**src/rtl/gcr_pkg.sv**
```systemverilog
package gcr_pkg;

    // Layer source encoding carried with every dot
    typedef enum logic [1:0] {
        SRC_MAIN   = 2'b00,
        SRC_SPRITE = 2'b01,
        SRC_BGPAT  = 2'b10,
        SRC_SPARE  = 2'b11
    } gcr_src_e;

    // Substitution lanes, listed from highest to lowest priority
    localparam int unsigned LANE_CHR = 0;
    localparam int unsigned LANE_BRD = 1;
    localparam int unsigned N_LANES  = 2;

endpackage

```
**src/rtl/gcr_substitute.sv**
```systemverilog
module gcr_substitute #(
    parameter int unsigned COLOR_W = 4,
    parameter int unsigned LANES   = gcr_pkg::N_LANES
) (
    input  logic                          remap_ok,
    input  logic [COLOR_W-1:0]            dot_code,
    input  logic [LANES-1:0]              lane_en,
    input  logic [LANES-1:0][COLOR_W-1:0] lane_match,
    input  logic [LANES-1:0][COLOR_W-1:0] lane_color,
    output logic [COLOR_W-1:0]            res_color
);
    logic [LANES-1:0] lane_hit;

    // One comparator per lane
    for (genvar g = 0; g < LANES; g++) begin : g_lane
        assign lane_hit[g] = remap_ok && lane_en[g] && (dot_code == lane_match[g]);
    end

    // Lowest lane index has priority: walk from the back so earlier lanes overwrite
    always_comb begin
        res_color = dot_code;
        for (int i = LANES - 1; i >= 0; i--) begin
            if (lane_hit[i]) begin
                res_color = lane_color[i];
            end
        end
    end
endmodule

```
**src/rtl/gcr_keyer.sv**
```systemverilog
module gcr_keyer #(
    parameter int unsigned COLOR_W = 4
) (
    input  logic               key_en,
    input  logic [COLOR_W-1:0] key_code,
    input  logic [COLOR_W-1:0] res_color,
    input  logic [COLOR_W-1:0] under_color,
    output logic [COLOR_W-1:0] final_color,
    output logic               visible
);
    logic keyed;

    // The key is tested against the colour left after substitution
    assign keyed       = key_en && (res_color == key_code);
    assign final_color = keyed ? under_color : res_color;
    assign visible     = !keyed;
endmodule

```
**src/rtl/gfx_color_resolver.sv**
```systemverilog
module gfx_color_resolver #(
    parameter int unsigned COLOR_W = 4
) (
    input  logic               clk,
    input  logic               rst_n,
    input  logic               in_valid,
    input  logic [1:0]         src_tag,
    input  logic               is_graphic,
    input  logic [COLOR_W-1:0] dot_code,
    input  logic [COLOR_W-1:0] char_color,
    input  logic [COLOR_W-1:0] border_color,
    input  logic               chr_rep_en,
    input  logic [COLOR_W-1:0] chr_match,
    input  logic               brd_rep_en,
    input  logic [COLOR_W-1:0] brd_match,
    input  logic               key_en,
    input  logic [COLOR_W-1:0] key_code,
    input  logic [COLOR_W-1:0] under_color,
    output logic               out_valid,
    output logic [COLOR_W-1:0] out_color,
    output logic               out_visible
);
    import gcr_pkg::*;

    typedef struct packed {
        logic               vld;
        logic [COLOR_W-1:0] col;
        logic               vis;
    } stage_t;

    stage_t st_d, st_q;

    logic                            remap_ok;
    logic [N_LANES-1:0]              lane_en;
    logic [N_LANES-1:0][COLOR_W-1:0] lane_match;
    logic [N_LANES-1:0][COLOR_W-1:0] lane_color;
    logic [COLOR_W-1:0]              res_color;
    logic [COLOR_W-1:0]              final_color;
    logic                            visible;

    // Remapping is limited to graphic characters on the main layer
    assign remap_ok = (gcr_src_e'(src_tag) == SRC_MAIN) && is_graphic;

    // Fill the lanes in priority order
    assign lane_en[LANE_CHR]    = chr_rep_en;
    assign lane_match[LANE_CHR] = chr_match;
    assign lane_color[LANE_CHR] = char_color;
    assign lane_en[LANE_BRD]    = brd_rep_en;
    assign lane_match[LANE_BRD] = brd_match;
    assign lane_color[LANE_BRD] = border_color;

    gcr_substitute #(
        .COLOR_W (COLOR_W),
        .LANES   (N_LANES)
    ) sub_i (
        .remap_ok   (remap_ok),
        .dot_code   (dot_code),
        .lane_en    (lane_en),
        .lane_match (lane_match),
        .lane_color (lane_color),
        .res_color  (res_color)
    );

    gcr_keyer #(
        .COLOR_W (COLOR_W)
    ) key_i (
        .key_en      (key_en),
        .key_code    (key_code),
        .res_color   (res_color),
        .under_color (under_color),
        .final_color (final_color),
        .visible     (visible)
    );

    // Next-state computation
    always_comb begin
        st_d     = '0;
        st_d.vld = in_valid;
        if (in_valid) begin
            st_d.col = final_color;
            st_d.vis = visible;
        end
    end

    // State register
    always_ff @(posedge clk or negedge rst_n) begin
        if (!rst_n) begin
            st_q <= '0;
        end else begin
            st_q <= st_d;
        end
    end

    assign out_valid   = st_q.vld;
    assign out_color   = st_q.col;
    assign out_visible = st_q.vis;
endmodule

```
**config.mk**
```make
export PLATFORM = sky130hd
export DESIGN_NAME = gfx_color_resolver
export DESIGN_NICKNAME = d
export VERILOG_FILES = /design/src/rtl/gcr_pkg.sv /design/src/rtl/gcr_substitute.sv /design/src/rtl/gcr_keyer.sv /design/src/rtl/gfx_color_resolver.sv
export SDC_FILE = /design/constraint.sdc
export NUM_CORES = 1
export LEC_CHECK = 0
export ABC_AREA = 1
export BUFFER_PORTS_ARGS = -buffer_cell sky130_fd_sc_hd__buf_2
export CAP_MARGIN = 40
export CELL_PAD_IN_SITES_DETAIL_PLACEMENT = 0
export CELL_PAD_IN_SITES_GLOBAL_PLACEMENT = 1
export CORE_MARGIN = 8
export CORE_UTILIZATION = 29
export CTS_BUF_LIST = sky130_fd_sc_hd__clkbuf_4 sky130_fd_sc_hd__clkbuf_8
export CTS_CLUSTER_DIAMETER = 40
export DETAILED_ROUTE_END_ITERATION = 6
export PLACE_DENSITY = 0.8
export SLEW_MARGIN = 5
export SYNTH_ARGS = -nofsm -noshare
export SYNTH_HDL_FRONTEND = slang
export SYNTH_SLANG_ARGS = --single-unit
```
**constraint.sdc**
```tcl
create_clock -name clk -period 0.8 [get_ports clk]
set_clock_uncertainty 0.15 [all_clocks]
set_input_delay 0.12 -clock clk [delete_from_list [all_inputs] [get_ports clk]]
set_output_delay 0.12 -clock clk [all_outputs]
set_load 0.05 [all_outputs]
```
---- Word level (Yosys, flattened, before mapping) ----
Index checks and enable logic that the tools add are counted.
operators by class
  bitwise logic cells ..................... 0
  shift-type cells ........................ 0
  eq/ne operators ......................... 3
  div/mod/pow operators ................... 0
  multiplexer cells ....................... 4
  multiply operators ...................... 0
  reductions and logical operators ........ 8
  $lt $le $gt $ge ......................... 0
  add/subtract/negate cells ............... 0
operators with widths
  cell                 number
  $eq A4 B4 Y1         3
  $mux W4              3
  $logic_and A1 B1 Y1  6
  $mux W5              1
  $logic_not A2 Y1     1
  $logic_not A1 Y1     1
storage, ports and cells
  bits in writable memories ............... 0
  logic and storage cells ................. 18
  bits in registers ....................... 6
  memories kept ........................... 0
  ROM bits ................................ 0
  latch bits .............................. 0
  output and inout bits ................... 6

---- Depth between registers and ports, before layout ----
Gate-level depths: netlist of run 1.
  word-level depth ........................ 10
  depth in mapped cells ................... 14

---- By module ----
From an unflattened synthesis of run 1, not the netlist that was laid out.
unflattened totals
  cell total of the unflattened synthesis .. 122
  area, all modules ....................... 739.5 um^2
modules (own cells, without submodules)
  module              area an instance (um^2)  times used  cells each  seq. area each (um^2)
  gcr_substitute      359.1                    1           69          0.0
  gfx_color_resolver  198.9                    1           19          150.1
  gcr_keyer           181.4                    1           34          0.0

---- Worst setup path after synthesis of run 1 ----
No wires, ideal clock.
  kind .................................... input to register
  start ................................... input src_tag[1]
  end ..................................... register st_q, in the netlist out_color[1]
  path slack .............................. -690 ps
  arrival time ............................ 1,223 ps
  setup time .............................. 117 ps
  cell stages on the path ................. 12
  required time ........................... 533 ps
  cells stage by stage .................... nor2_1 > nand2_1 > nor2_2 > nand3_2 > nand3_1 > nand2_1 > nand2_1 > nand2_1 > nor2_4 > nand4_1 > nand2_1 > nor2_1
RTL lines
  item                  RTL line                  source
  start, declared       gfx_color_resolver.sv:7   input logic [1:0] src_tag,
  end signal, assigned  gfx_color_resolver.sv:90  st_q <= st_d;
  end, declared         gfx_color_resolver.sv:31  stage_t st_d, st_q;

==> flow_summary.rst, run 1 <==
.. list-table::
   :header-rows: 1

   * - Metric
     - Value
   * - Status
     - complete, but fails checks
   * - Violated checks
     - hold timing, setup timing
   * - Num CTS Buffers
     - 3
   * - Element type at the critical path end
     - flop
   * - CTS tree
     - done
   * - Final GP Congestion
     - just under 0.8
   * - Highest fanout seen on the critical path
     - 5
   * - Vias after detailed routing
     - 1081
   * - Synth warnings
     - 0
   * - Routed wire length per instance
     - 10.7 µm
   * - DRC violation count after routing
     - 0
   * - Post-Syn Nets
     - 186
   * - I/O pin count
     - 43
   * - Overflow after GRT
     - 0
   * - Syn avg cell area
     - 5.45 µm²
   * - CTS sink count
     - 6
   * - Final setup slack of the worst path
     - -0.615 ns
   * - Number of nets in the layout
     - 247
   * - Number of nets still failing antenna checks after routing
     - 0
   * - Global-route wire length before repair
     - between 4000 and 5000 µm
   * - Post-layout minimum cycle time
     - 1.42 ns
   * - Number of cell rows
     - 19
   * - Area overhead of the layout relative to synthesis
     - 81.2%
   * - Hold Fails Final Rpt
     - 2
   * - Total placed instance area
     - 1260 µm²
   * - Highest attainable clock frequency
     - 707 MHz
   * - Static Leak
     - 0.818 nW
   * - Fraction of final layout cells sized beyond drive strength 1
     - 53.4%
   * - Hold Slack
     - -0.0801 ns
   * - Sequential share of the synthesized area
     - around 18%
   * - Required time of the critical path
     - approximately 0.8 ns
   * - Die extent in x
     - approximately 69 µm
   * - Std-Cell Core Area
     - 2710 µm²
   * - DR iter-0 viols
     - 35
   * - Int Pwr
     - 0.790 mW
   * - Max-slew violations
     - 0
   * - Overall track demand over capacity in global routing
     - between 10% and 20%
   * - Cell at the root of the clock tree
     - sky130_fd_sc_hd__clkbuf_4
   * - Number of setup violations in the final report
     - 11
   * - Mapped Area
     - 812 µm²
   * - Number of distinct library cells after synthesis
     - 16
   * - Summed area of non-filler cells in the final layout
     - 1470 µm²
   * - Transition at the pin with the smallest max-transition slack
     - 0.260 ns
   * - Fillcell total
     - 266
   * - Final-layout setup total negative slack
     - -4.41 ns
   * - Final standard cell count with taps included and fillers excluded
     - about 240
   * - Vias in the first global route
     - around 1100
   * - Arrival time of data at the critical path endpoint
     - 1.43 ns
   * - Count of port buffers added during placement
     - between 40 and 50
   * - Switching share of power
     - 38.2%
   * - Max-cap violations
     - 0
   * - Initial standard-cell utilization of the core
     - 30.0%
   * - Number of buffers on the longest clock path
     - 2
   * - Area used by multi-input combinational logic
     - 738 µm²
   * - Path category of the worst min-delay check
     - input port to flop
   * - Tcrit/Tclk final
     - 177%
   * - Length of the first detailed-routing pass in iterations
     - 4
   * - Sequential share of power
     - 26.1%
   * - Part of the power in the clock network
     - between 20% and 30%
   * - Count of placed standard cells including taps
     - approximately 230
   * - Net switching power
     - 0.488 mW
   * - Peak VDD IR
     - 785 µV
   * - Area of the die
     - 4750 µm²
   * - Kind of critical path
     - input port to flop
   * - Power density over the cells
     - 868 nW/µm²
   * - Deepest level of the CTS H-tree
     - 1
   * - RSZ-0062 raised after global routing
     - true
   * - Per-cell via count in the routed design
     - 4.52
   * - Share of total power in combinational logic
     - a little over half
   * - Number of standard cells after synthesis
     - 149
   * - Sequential cell area
     - 155 µm²
   * - Maximum number of pins on one net before global-route repair
     - 7
   * - Estimated wirelength of the detail-placed design
     - 2220 µm
   * - Hold Buf Count CTS
     - 1
   * - Sort of element at the start of the critical path
     - input port
   * - Routed WL
     - 2550 µm
   * - Antenna violations before repair
     - 0
   * - Antenna diodes
     - 0
   * - Clock input transition at the sequential cells of the worst setup and hold paths
     - 0.04 ns
   * - Pre-CTS worst setup slack
     - -0.968 ns
   * - Die extent in y
     - 68.9 µm
   * - Worst rel slew slack
     - 82.5%
   * - Register bit total from synthesis
     - 6
==> cell usage after synthesis (all sizes together) <==
| cell type | instances | area (µm²) |
|---|---|---|
| nor3 | 1 | 5.00 |
| and3 | 1 | 7.51 |
| nand3 | 22 | 140 |
| xor2 | 1 | 8.76 |
| nand4 | 9 | 56.3 |
| nand2 | 51 | 199 |
| dfrtp | 6 | 150 |
| nor2 | 26 | 123 |
| o21ai | 2 | 10.0 |
| inv | 30 | 113 |
==> power by group through the flow <==
stage	Sequential (mW)	Combinational (mW)	Clock (mW)
global route	0.336	0.748	0.288
global placement	0.333	0.577	0
finish	0.333	0.684	0.260
detailed placement	0.333	0.585	0
CTS	0.334	0.680	0.276
floorplan	0.403	0.276	0
==> logic make-up after synthesis <==
kind of cell	after synthesis	share of synthesized area (%)
DFF	6	18.5
xor gates and xnor gates	1	1.08
buffers and inverters	30	13.9
and+or+nand+nor	110	65.3
AOI/OAI and AO/OA	2	1.23
==> stage by stage <==
step,hold slack (ns),util [%],power [mW]
global route,-0.0845,54.3,1.37
finish,-0.0801,54.3,1.28
detailed placement,-0.204,46.6,0.918
CTS,-0.0939,53.8,1.29
global placement,-0.208,46.6,0.910
floorplan,-0.326,-,0.679
==> worst max-delay path, cell delays in order <==
cell and delay (ns):
sky130_fd_sc_hd__buf_4 0.12, sky130_fd_sc_hd__inv_4 0.05, sky130_fd_sc_hd__nand2_2 0.05, sky130_fd_sc_hd__nand2_1 0.06, sky130_fd_sc_hd__nor2_2 0.15, sky130_fd_sc_hd__nand3_4 0.12
sky130_fd_sc_hd__nand2_1 0.10, sky130_fd_sc_hd__nand3_2 0.08, sky130_fd_sc_hd__nand2_2 0.09, sky130_fd_sc_hd__nand2_1 0.05, sky130_fd_sc_hd__nand2_1 0.07, sky130_fd_sc_hd__nand3_2 0.09
sky130_fd_sc_hd__nor2_4 0.13, sky130_fd_sc_hd__nor2_1 0.05, sky130_fd_sc_hd__nor2_1 0.10
==> placed cells by master (no fill, tap or decap), types with 2 or more instances in the layout <==
master / Yosys / layout
sky130_fd_sc_hd__buf_2: 0 / 29
sky130_fd_sc_hd__buf_4: 0 / 16
sky130_fd_sc_hd__buf_6: 0 / 9
sky130_fd_sc_hd__clkbuf_4: 0 / 3
sky130_fd_sc_hd__dfrtp_1: 6 / 2
sky130_fd_sc_hd__dfrtp_2: 0 / 4
sky130_fd_sc_hd__inv_1: 25 / 23
sky130_fd_sc_hd__inv_2: 5 / 4
sky130_fd_sc_hd__inv_4: 0 / 2
sky130_fd_sc_hd__nand2_1: 48 / 36
sky130_fd_sc_hd__nand2_2: 3 / 12
sky130_fd_sc_hd__nand2_4: 0 / 3
sky130_fd_sc_hd__nand3_1: 16 / 9
sky130_fd_sc_hd__nand3_2: 6 / 9
sky130_fd_sc_hd__nand3_4: 0 / 4
sky130_fd_sc_hd__nand4_1: 9 / 9
sky130_fd_sc_hd__nor2_1: 20 / 15
sky130_fd_sc_hd__nor2_4: 2 / 10
==> metal layers <==
layer	share of wire, %	track usage, %
met1	45	13.9
met2	49	20.3
met3	5.7	1.94
met4	0.16	3.01
met5	0	0
==> final timing paths <==
path | start | endpoint | slack, ns | cells past startpoint
setup / recovery | dot_code[3] | out_color[0]$_DFF_PN0_ | -0.62 | 15
hold / removal | in_valid | out_valid$_DFF_PN0_ | -0.08 | 1
max in group asynchronous | rst_n | out_visible$_DFF_PN0_ | 0.27 | 2
min in group asynchronous | rst_n | out_color[3]$_DFF_PN0_ | 0.08 | 2
==> sequential cells by signal, summed over array words and instances (netlist names) <==
| signal | flops |
|---|---|
| out_valid | 1 |
| out_color | 4 |
| out_visible | 1 |
==> what timing repair did <==
| item | 4_1_cts | 5_1_grt |
|---|---|---|
| pin swaps | 20 | 9 |
| setup buffers | 1 | 0 |
| endpoints found under the setup margin | 11 | 11 |
| gates resized for setup | 43 | 3 |
| endpoints found under the hold margin | 10 | 1 |
==> final cells by class <==
class | instances | area share (%)
Inverter | 30 | 8.50
Tap cell | 31 | 2.64
Sequential cell | 6 | 10.5
Multi-Input combinational cell | 113 | 50.2
Clock buffer | 3 | 1.53
Timing Repair Buffer | 56 | 26.6
(Power assumes the default switching activity.)
==> inputs of run 2 (changes only) <==
- SKIP_LAST_GASP: not set -> 1
- SLEW_MARGIN: 5 -> not set
==> flow_summary.rst, run 2 (synthesized netlist as in run 1, its figures left out) <==
.. list-table::
   :header-rows: 1

   * - Metric
     - Value
   * - Number of nets in the layout
     - 247 (unchanged)
   * - Fraction of final layout cells sized beyond drive strength 1
     - 53.4% (unchanged)
   * - Status
     - complete, but fails checks
   * - Max-slew violations
     - 0 (unchanged)
   * - Initial standard-cell utilization of the core
     - 30.0% (unchanged)
   * - Max-cap violations
     - 0 (unchanged)
   * - Total design power
     - 1.28 mW (about the same)
   * - Tcrit/Tclk final
     - 177% (-0.24 points)
   * - Worst rel slew slack
     - 82.7% (+0.24 points)
   * - Count of placed standard cells including taps
     - 234 (unchanged)
   * - Number of buffers on the longest clock path
     - 2 (unchanged)
   * - Power density over the cells
     - 868 nW/µm² (about the same)
   * - Largest incremental delay on the critical path
     - 0.15 ns (about the same)
   * - Antenna violations before repair
     - 0 (unchanged)
   * - Deepest level of the CTS H-tree
     - 1 (unchanged)
   * - Max stage delay cell, worst path
     - sky130_fd_sc_hd__nor2_2
   * - I/O pin count
     - 43 (unchanged)
   * - Worst hold path cell count
     - 1 (unchanged)
   * - Final standard cell count with taps included and fillers excluded
     - 239 (unchanged)
   * - Hold Fails Final Rpt
     - 2 (unchanged)
   * - Area overhead of the layout relative to synthesis
     - 81.2% (unchanged)
   * - CP cell instances
     - buf_4 > inv_4 > nand2_2 > nand2_1 > nor2_2 > nand3_4 > nand2_1 > nand3_2 > nand2_2 > nand2_1 > nand2_1 > nand3_2 > nor2_4 > nor2_1 > nor2_1
   * - Arrival time of data at the critical path endpoint
     - 1.43 ns (about the same)
   * - Num CTS Buffers
     - 3 (unchanged)
   * - Vias in the first global route
     - 1102 (-0.45%)
   * - Routed WL
     - 2560 µm (+0.35%)
   * - Highest attainable clock frequency
     - 708 MHz (+0.14%)
   * - CTS sink count
     - 6 (unchanged)
   * - Part of the power in the clock network
     - 20.4% (about the same)
   * - Fillcell total
     - 271 (+1.9%)
   * - DRC violation count after routing
     - 0 (unchanged)
   * - Number of setup violations in the final report
     - 11 (unchanged)
   * - CTS tree
     - done
   * - Length of the first detailed-routing pass in iterations
     - 4 (unchanged)
   * - Net switching power
     - 0.487 mW (about the same)
   * - Summed area of non-filler cells in the final layout
     - 1470 µm² (unchanged)
   * - Static Leak
     - 0.818 nW (about the same)
   * - Commonest cells after routing, fill and taps aside
     - 36 x sky130_fd_sc_hd__nand2_1, 29 x sky130_fd_sc_hd__buf_2, 23 x sky130_fd_sc_hd__inv_1, 16 x sky130_fd_sc_hd__buf_4, 15 x sky130_fd_sc_hd__nor2_1
   * - Number of cell rows
     - 19 (unchanged)
   * - Die extent in y
     - 68.9 µm (unchanged)
   * - Required time of the critical path
     - 0.81 ns (about the same)
   * - Share of total power in combinational logic
     - 53.5% (about the same)
   * - Violated checks
     - hold timing, setup timing
   * - Kind of critical path
     - input port to flop
   * - Vias after detailed routing
     - 1084 (+0.28%)
   * - Routed wire length per instance
     - 10.7 µm (+0.35%)
   * - Per-cell via count in the routed design
     - 4.54 (+0.28%)
   * - Count of port buffers added during placement
     - 42 (unchanged)
   * - Max FFs per register
     - 4 (unchanged)
   * - Sequential share of power
     - 26.1% (about the same)
   * - Number of nets still failing antenna checks after routing
     - 0 (unchanged)
   * - Overflow after GRT
     - 0 (unchanged)
   * - RSZ-0062 raised after global routing
     - true
   * - Die extent in x
     - 68.9 µm (unchanged)
   * - Cell seen most often among critical-path stages
     - sky130_fd_sc_hd__nand2_1
   * - Global-route wire length before repair
     - 4310 µm (-0.97%)
   * - Total placed instance area
     - 1260 µm² (unchanged)
   * - Hold Buf Count CTS
     - 1 (unchanged)
   * - Pre-CTS worst setup slack
     - -0.968 ns (unchanged)
   * - Highest fanout seen on the critical path
     - 5 (unchanged)
   * - Peak VDD IR
     - 785 µV (about the same)
   * - Area of the die
     - 4750 µm² (unchanged)
   * - DR iter-0 viols
     - 38 (+8.6%)
   * - Maximum number of pins on one net before global-route repair
     - 7 (unchanged)
   * - Cell at the root of the clock tree
     - sky130_fd_sc_hd__clkbuf_4
   * - Estimated wirelength of the detail-placed design
     - 2220 µm (unchanged)
   * - Transition at the pin with the smallest max-transition slack
     - 0.257 ns (-0.00352 ns)
   * - Overall track demand over capacity in global routing
     - 11.3% (-0.13 points)
   * - Final setup slack of the worst path
     - -0.613 ns (+0.00194 ns)
   * - Element type at the critical path end
     - flop
   * - Int Pwr
     - 0.790 mW (about the same)
   * - Hold Slack
     - -0.0801 ns (unchanged)
   * - Final Util
     - 54.3% (unchanged)
   * - Final GP Congestion
     - 0.795 (unchanged)
   * - Sort of element at the start of the critical path
     - input port
   * - Final-layout setup total negative slack
     - -4.40 ns (+0.0100 ns)
   * - Antenna diodes
     - 0 (unchanged)
   * - Commonest non-fill, non-tap cell in the layout
     - sky130_fd_sc_hd__nand2_1
   * - Switching share of power
     - 38.2% (about the same)
   * - Path category of the worst min-delay check
     - input port to flop
   * - Post-layout minimum cycle time
     - 1.41 ns (-0.00194 ns)
   * - Std-Cell Core Area
     - 2710 µm² (unchanged)
   * - Clock input transition at the sequential cells of the worst setup and hold paths
     - 0.04 ns (about the same)
run 2: cell counts in the layout (fill, tap and decap cells not counted):
No cell type changed its count.
run 2: power by group through the flow:
stage	sequential (mW)	clock, mW	combinational (mW)
6_report	0.333	0.260	0.683
3_3_place_gp	0.333	0	0.577
2_1_floorplan	0.403	0	0.276
4_1_cts	0.334	0.276	0.678
5_1_grt	0.336	0.288	0.748
3_5_place_dp	0.333	0	0.585
run 2: final timing paths:
path                        startpoint                      to  slack [ns]
hold / removal                in_valid     out_valid$_DFF_PN0_       -0.08
setup / recovery           dot_code[3]  out_color[0]$_DFF_PN0_       -0.61
max in group asynchronous        rst_n   out_visible$_DFF_PN0_        0.27
min in group asynchronous        rst_n  out_color[3]$_DFF_PN0_        0.08
run 2: area by class of cell:
cell class                 instances  area [µm²]  area share (%)
multi-input combinational        113         738            50.2
clock buffer                       3        22.5            1.53
timing repair buffer              56         392            26.6
tap                               31        38.8            2.64
sequential                         6         155            10.5
inverter                          30         125            8.50
run 2: per-layer routing:
metal  GRT usage (%)  share of wire, %  vias to the layer above
met5               0                 0                        -
met4            3.01               1.2                        0
met3            1.94               5.7                        4
met2            19.9                49                       25
met1            13.8                44                      470
li1                -                 -                      585
run 2: worst max-delay path, delay by kind of cell:
family	cells	cell delay, ns
buffers and inverters	2	0.17
and+or+nand+nor	13	1.14
run 2: repair_timing:
item,CTS,global route
endpoints found under the hold margin,10,1
setup buffers,1,0
pin swaps,20,8
setup endpoints to repair,11,11
resized for setup,42,4
